[src/rtl/pinirq_pkg.sv]
package pinirq_pkg;
  localparam int CFG_W       = 3;
  localparam int CFG_EN_BIT  = 2;
  localparam int CFG_POL_BIT = 1;
  localparam int CFG_LVL_BIT = 0;

  typedef struct packed {
    logic en;
    logic pol;
    logic lvl;
  } pin_cfg_t;

  function automatic pin_cfg_t unpack_cfg(input logic [CFG_W-1:0] d);
    pin_cfg_t c;
    c.en  = d[CFG_EN_BIT];
    c.pol = d[CFG_POL_BIT];
    c.lvl = d[CFG_LVL_BIT];
    return c;
  endfunction
endpackage

[src/rtl/pinirq_sync.sv]
module pinirq_sync #(
  parameter int STAGES = 2
) (
  input  logic clk,
  input  logic rst,
  input  logic d_i,
  output logic q_o
);
  localparam int LAST = STAGES - 1;

  logic [LAST:0] chain_q;

  generate
    if (STAGES == 1) begin : g_one
      always_ff @(posedge clk) begin
        if (rst) chain_q <= '0;
        else     chain_q <= d_i;
      end
    end else begin : g_many
      always_ff @(posedge clk) begin
        if (rst) chain_q <= '0;
        else     chain_q <= {chain_q[LAST-1:0], d_i};
      end
    end
  endgenerate

  assign q_o = chain_q[LAST];
endmodule

[src/rtl/pinirq_detect.sv]
module pinirq_detect
  import pinirq_pkg::*;
(
  input  logic     clk,
  input  logic     rst,
  input  logic     s_i,
  input  pin_cfg_t cfg_i,
  output logic     event_o
);
  logic adj;
  logic gated;
  logic prev_q;

  // Polarity-adjust, then gate: config changes alone can raise gated.
  assign adj   = cfg_i.pol ? s_i : ~s_i;
  assign gated = cfg_i.en & adj;

  always_ff @(posedge clk) begin
    if (rst) prev_q <= 1'b0;
    else     prev_q <= gated;
  end

  assign event_o = cfg_i.lvl ? gated : (gated & ~prev_q);

  // an edge event means the stored history is high on the next cycle
  p_edge_history_r3: assert property (@(posedge clk) disable iff (rst)
    (event_o && !cfg_i.lvl) |=> prev_q);
endmodule

[src/rtl/pinirq_flag.sv]
module pinirq_flag (
  input  logic clk,
  input  logic rst,
  input  logic event_i,
  input  logic test_i,
  input  logic ack_i,
  input  logic ien_i,
  output logic flag_o,
  output logic irq_o,
  output logic skip_o
);
  logic flag_q;
  logic skip_q;
  logic test_ok;
  logic clr;
  logic flag_d;

  assign test_ok = test_i & ~ien_i;
  assign clr     = ack_i | test_ok;
  assign flag_d  = event_i | (flag_q & ~clr);

  always_ff @(posedge clk) begin
    if (rst) begin
      flag_q <= 1'b0;
      skip_q <= 1'b0;
    end else begin
      flag_q <= flag_d;
      skip_q <= test_ok & flag_q;
    end
  end

  assign flag_o = flag_q;
  assign skip_o = skip_q;
  assign irq_o  = flag_q & ien_i;

  p_set_wins_r9: assert property (@(posedge clk) disable iff (rst)
    event_i |=> flag_q);
  p_ack_clears_r8: assert property (@(posedge clk) disable iff (rst)
    (ack_i && !event_i) |=> !flag_q);
  p_skip_source_r7: assert property (@(posedge clk) disable iff (rst)
    skip_q |-> ($past(test_i) && !$past(ien_i) && $past(flag_q)));
  p_test_ignored_r7: assert property (@(posedge clk) disable iff (rst)
    (test_i && ien_i && !ack_i && flag_q) |=> flag_q);
endmodule

[src/rtl/pinirq_top.sv]
module pinirq_top
  import pinirq_pkg::*;
#(
  parameter int SYNC_STAGES = 2
) (
  input  logic             clk,
  input  logic             rst,
  input  logic             pin_i,
  input  logic             ctl_we,
  input  logic [CFG_W-1:0] ctl_wd,
  input  logic             ien_we,
  input  logic             ien_wd,
  input  logic             wke_we,
  input  logic             wke_wd,
  input  logic             test_i,
  input  logic             ack_i,
  output logic             irq_o,
  output logic             skip_o,
  output logic             wake_o
);
  pin_cfg_t cfg_q;
  logic     ien_q;
  logic     wke_q;
  logic     pin_s;
  logic     evt;
  logic     flag;

  always_ff @(posedge clk) begin
    if (rst) begin
      cfg_q <= '{en: 1'b0, pol: 1'b0, lvl: 1'b0};
      ien_q <= 1'b0;
      wke_q <= 1'b0;
    end else begin
      if (ctl_we) cfg_q <= unpack_cfg(ctl_wd);
      if (ien_we) ien_q <= ien_wd;
      if (wke_we) wke_q <= wke_wd;
    end
  end

  pinirq_sync #(.STAGES(SYNC_STAGES)) u_sync (
    .clk (clk),
    .rst (rst),
    .d_i (pin_i),
    .q_o (pin_s)
  );

  pinirq_detect u_det (
    .clk     (clk),
    .rst     (rst),
    .s_i     (pin_s),
    .cfg_i   (cfg_q),
    .event_o (evt)
  );

  pinirq_flag u_flag (
    .clk     (clk),
    .rst     (rst),
    .event_i (evt),
    .test_i  (test_i),
    .ack_i   (ack_i),
    .ien_i   (ien_q),
    .flag_o  (flag),
    .irq_o   (irq_o),
    .skip_o  (skip_o)
  );

  // Unclocked path from the raw pin, usable while the clock is stopped.
  assign wake_o = wke_q & cfg_q.en & (cfg_q.pol ? pin_i : ~pin_i);

  p_gate_r2: assert property (@(posedge clk) disable iff (rst)
    $rose(flag) |-> $past(cfg_q.en));
  p_irq_needs_enable_r6: assert property (@(posedge clk) disable iff (rst)
    irq_o |-> (ien_q && flag));
  p_wake_enable_r10: assert property (@(posedge clk) disable iff (rst)
    wake_o |-> (wke_q && cfg_q.en));
endmodule

[config.mk]
export PLATFORM = sky130hd
export DESIGN_NAME = pinirq_top
export DESIGN_NICKNAME = d
export VERILOG_FILES = /design/src/rtl/pinirq_pkg.sv /design/src/rtl/pinirq_sync.sv /design/src/rtl/pinirq_detect.sv /design/src/rtl/pinirq_flag.sv /design/src/rtl/pinirq_top.sv
export SDC_FILE = /design/constraint.sdc
export NUM_CORES = 1
export LEC_CHECK = 0
export BUFFER_PORTS_ARGS = -buffer_cell sky130_fd_sc_hd__clkbuf_2
export CAP_MARGIN = 20
export CORE_MARGIN = 2
export CORE_UTILIZATION = 25
export DETAILED_ROUTE_END_ITERATION = 16
export HOLD_SLACK_MARGIN = 0.02
export PLACE_DENSITY = 0.6
export SLEW_MARGIN = 20
export SYNTH_ARGS = -nofsm -noshare
export SYNTH_HDL_FRONTEND = slang
export SYNTH_SLANG_ARGS = --single-unit
[constraint.sdc]
create_clock -name clk -period 0.83 [get_ports clk]
set_input_delay 0.0415 -clock clk [delete_from_list [all_inputs] [get_ports clk]]
set_output_delay 0.0415 -clock clk [all_outputs]
set_load 0.02 [all_outputs]
==> qor.csv <==
metric;value;unit
outcome;complete, but fails checks;
failing checks;negative setup slack;
All-Layer GR Usage;0.0998;
YS warnings;0;
htree depth;1;
core area;0.00133;mm²
normalized max-slew margin;0.881;
max-cap viol count;0;
Port Buffer Count;15;
placed inst area;462;µm²
most frequent cells in the layout;clkbuf_2 (13), dlygate4sd3_1 (9), dfxtp_1 (7);
Req. time, crit path;1.03;ns
final instance area;662;µm²
first-pass iteration count of the detailed router;2;
gr busiest metal;met2;
Cell Pwr Density;1660;mW/mm²
Crit Path Class;flip-flop to flip-flop;
Period minus WS final;1.08;ns
Clock Sinks;10;
Reg clk slew, reported paths;0.07;ns
setup-violating endpoint count in the final report;5;
#FFs+latches synth;10;
Final Hold Viols;0;
Min-Delay Path Class;primary input to flip-flop;
hpwl dp;475;µm
TritonCTS clock tree;built;
RSZ-0062 raised after global routing;yes;
Routed Antenna Nets;0;
Max FO, Critical Path;2;
total die area;0.00178;mm²
Area Overhead vs Synth;81.2;%
width of the die;42.2;µm
layout cell share with drive strength beyond 1;0.470;
total number of vias;343;
1st-iter DRT viols;3;
WL per Instance;9.59;µm
final wirelength;777;µm
Die H;42.2;µm
GRT overflow;0;
cells after synthesis;33;
LEAKAGE;0.000316;µW
vias per cell;4.23;
CTS max path bufs;2;
initial core utilization;0.274;
clock root buffer;clkbuf_4;
element type at the critical path end;flip-flop;
clk_skew;0.00669;ns
first-pass GRT wire length;1280;µm
vias in the first global route;337;
Final Max Tran Viols;0;
post-layout util;0.496;
Critical Path Start Type;flip-flop;
# diodes;0;
met3 usage;0.0776;
hold slack final;0.0300;ns
Row Count;13;
initial antenna violation count;0;
Final GP Congestion;0.641;
CTS buffer count;3;
Max Freq;0.924;GHz
DR DRC count;0;
met1 Resource Use GR;0.0909;
I/O Pins;16;
met2 usage in global routing;0.166;
Post-Syn Area per Cell;11.1;µm²
Worst-Margin Slew;0.177;ns
Setup WS post-layout;-0.252;ns
Nets;80;
worst vdd ir;894;µV
commonest non-fill, non-tap cell in the layout;clkbuf_2;
largest net degree at the start of global routing;8;
fin crit share;1.30;
Seq/Total Area, Yosys;0.548;
Netlist cell types;14;
Worst-Skew Late Latency;0.26;ns
Mapped Nets;46;
critical path arrival;1.28;ns
cell area after synthesis;365;µm²
[power by group]
part | total (µW) | internal [µW] | leakage [µW] | switching, µW
Clock | 434 | 266 | 0.0000210 | 168
Combinational | 151 | 101 | 0.000212 | 50.2
Sequential | 517 | 505 | 0.0000833 | 11.8
Total | 1100 | 872 | 0.000316 | 230
[synth_stat cells]
| cell type | count | area, µm² |
|---|---|---|
| buf_2 | 1 | 5.00 |
| nand3b_1 | 1 | 7.51 |
| nor2b_1 | 2 | 12.5 |
| nor3b_2 | 1 | 12.5 |
| mux2i_1 | 5 | 50.1 |
| xnor2_1 | 1 | 8.76 |
| nand2b_1 | 2 | 12.5 |
| nor2_1 | 5 | 18.8 |
| dfxtp_1 | 10 | 200 |
| xor2_1 | 1 | 8.76 |
| nor3b_1 | 1 | 7.51 |
| and2_1 | 1 | 6.26 |
| o2bb2ai_1 | 1 | 8.76 |
| and3_1 | 1 | 6.26 |
[area by class of cell]
type	count	area, µm²
Clock buffer	4	36.3
Timing Repair Buffer	30	233
Sequential cell	10	204
Multi-Input combinational cell	22	170
Tap cell	15	18.8
Fill cell	142	672
[cells by family after synthesis]
| family | count (synthesis) | share of synthesized area |
|---|---|---|
| and+or+nand+nor | 14 | 0.229 |
| xor gates and xnor gates | 2 | 0.0480 |
| AOI/OAI and AO/OA | 1 | 0.0240 |
| muxes | 5 | 0.137 |
| DFF | 10 | 0.548 |
| buffers and inverters | 1 | 0.0137 |
[per-stage QoR]
step,TNS [ns],power [µW],setup WS [ns],instances
after floorplan,0,574,0.00934,33
after global placement,-0.0267,618,-0.0183,63
after detailed placement,-0.0551,619,-0.0279,63
after CTS,-0.491,1110,-0.245,78
after global routing,-1.14,1170,-0.311,81
final,-0.894,1100,-0.252,81
[state kept, by name, indices dropped and copies added, names as in the netlist]
| register | count |
|---|---|
| cfg_q | 3 |
| ien_q | 1 |
| u_det.prev_q | 1 |
| u_flag.flag_o | 1 |
| u_flag.skip_o | 1 |
| u_sync.chain_q | 2 |
| wke_q | 1 |
[critical path, cell delays in order, from the launching register on]
cell       delay (ns)
dfxtp_2          0.32
buf_4            0.13
buf_6            0.11
xor2_2           0.13
nor3b_2          0.20
o2bb2ai_1        0.13
[routing by layer]
layer | up-vias | wire, µm
met5 | - | 0
met4 | 0 | 9
met3 | 2 | 76
met2 | 13 | 377
met1 | 153 | 314
li1 | 175 | -
[path summary, 6_finish.rpt]
path / from / endpoint / slack (ns) / cells past startpoint
max reg2reg: cfg_q[1] / u_flag.flag_o / -0.25 / 5
min: pin_i / u_sync.chain_q[0] / 0.03 / 2
max: cfg_q[1] / u_flag.flag_o / -0.25 / 5
min reg2reg: u_sync.chain_q[0] / u_sync.chain_q[1] / 0.44 / 1
[timing repair]
item	CTS	global route
gates resized for setup	8	3
setup buffers	2	3
cloned	0	0
endpoints found under the setup margin	3	4
hold buffers	9	0
hold endpoints to repair	8	0
pin swaps	2	2
Note: power is estimated with default switching activity, not from simulation.
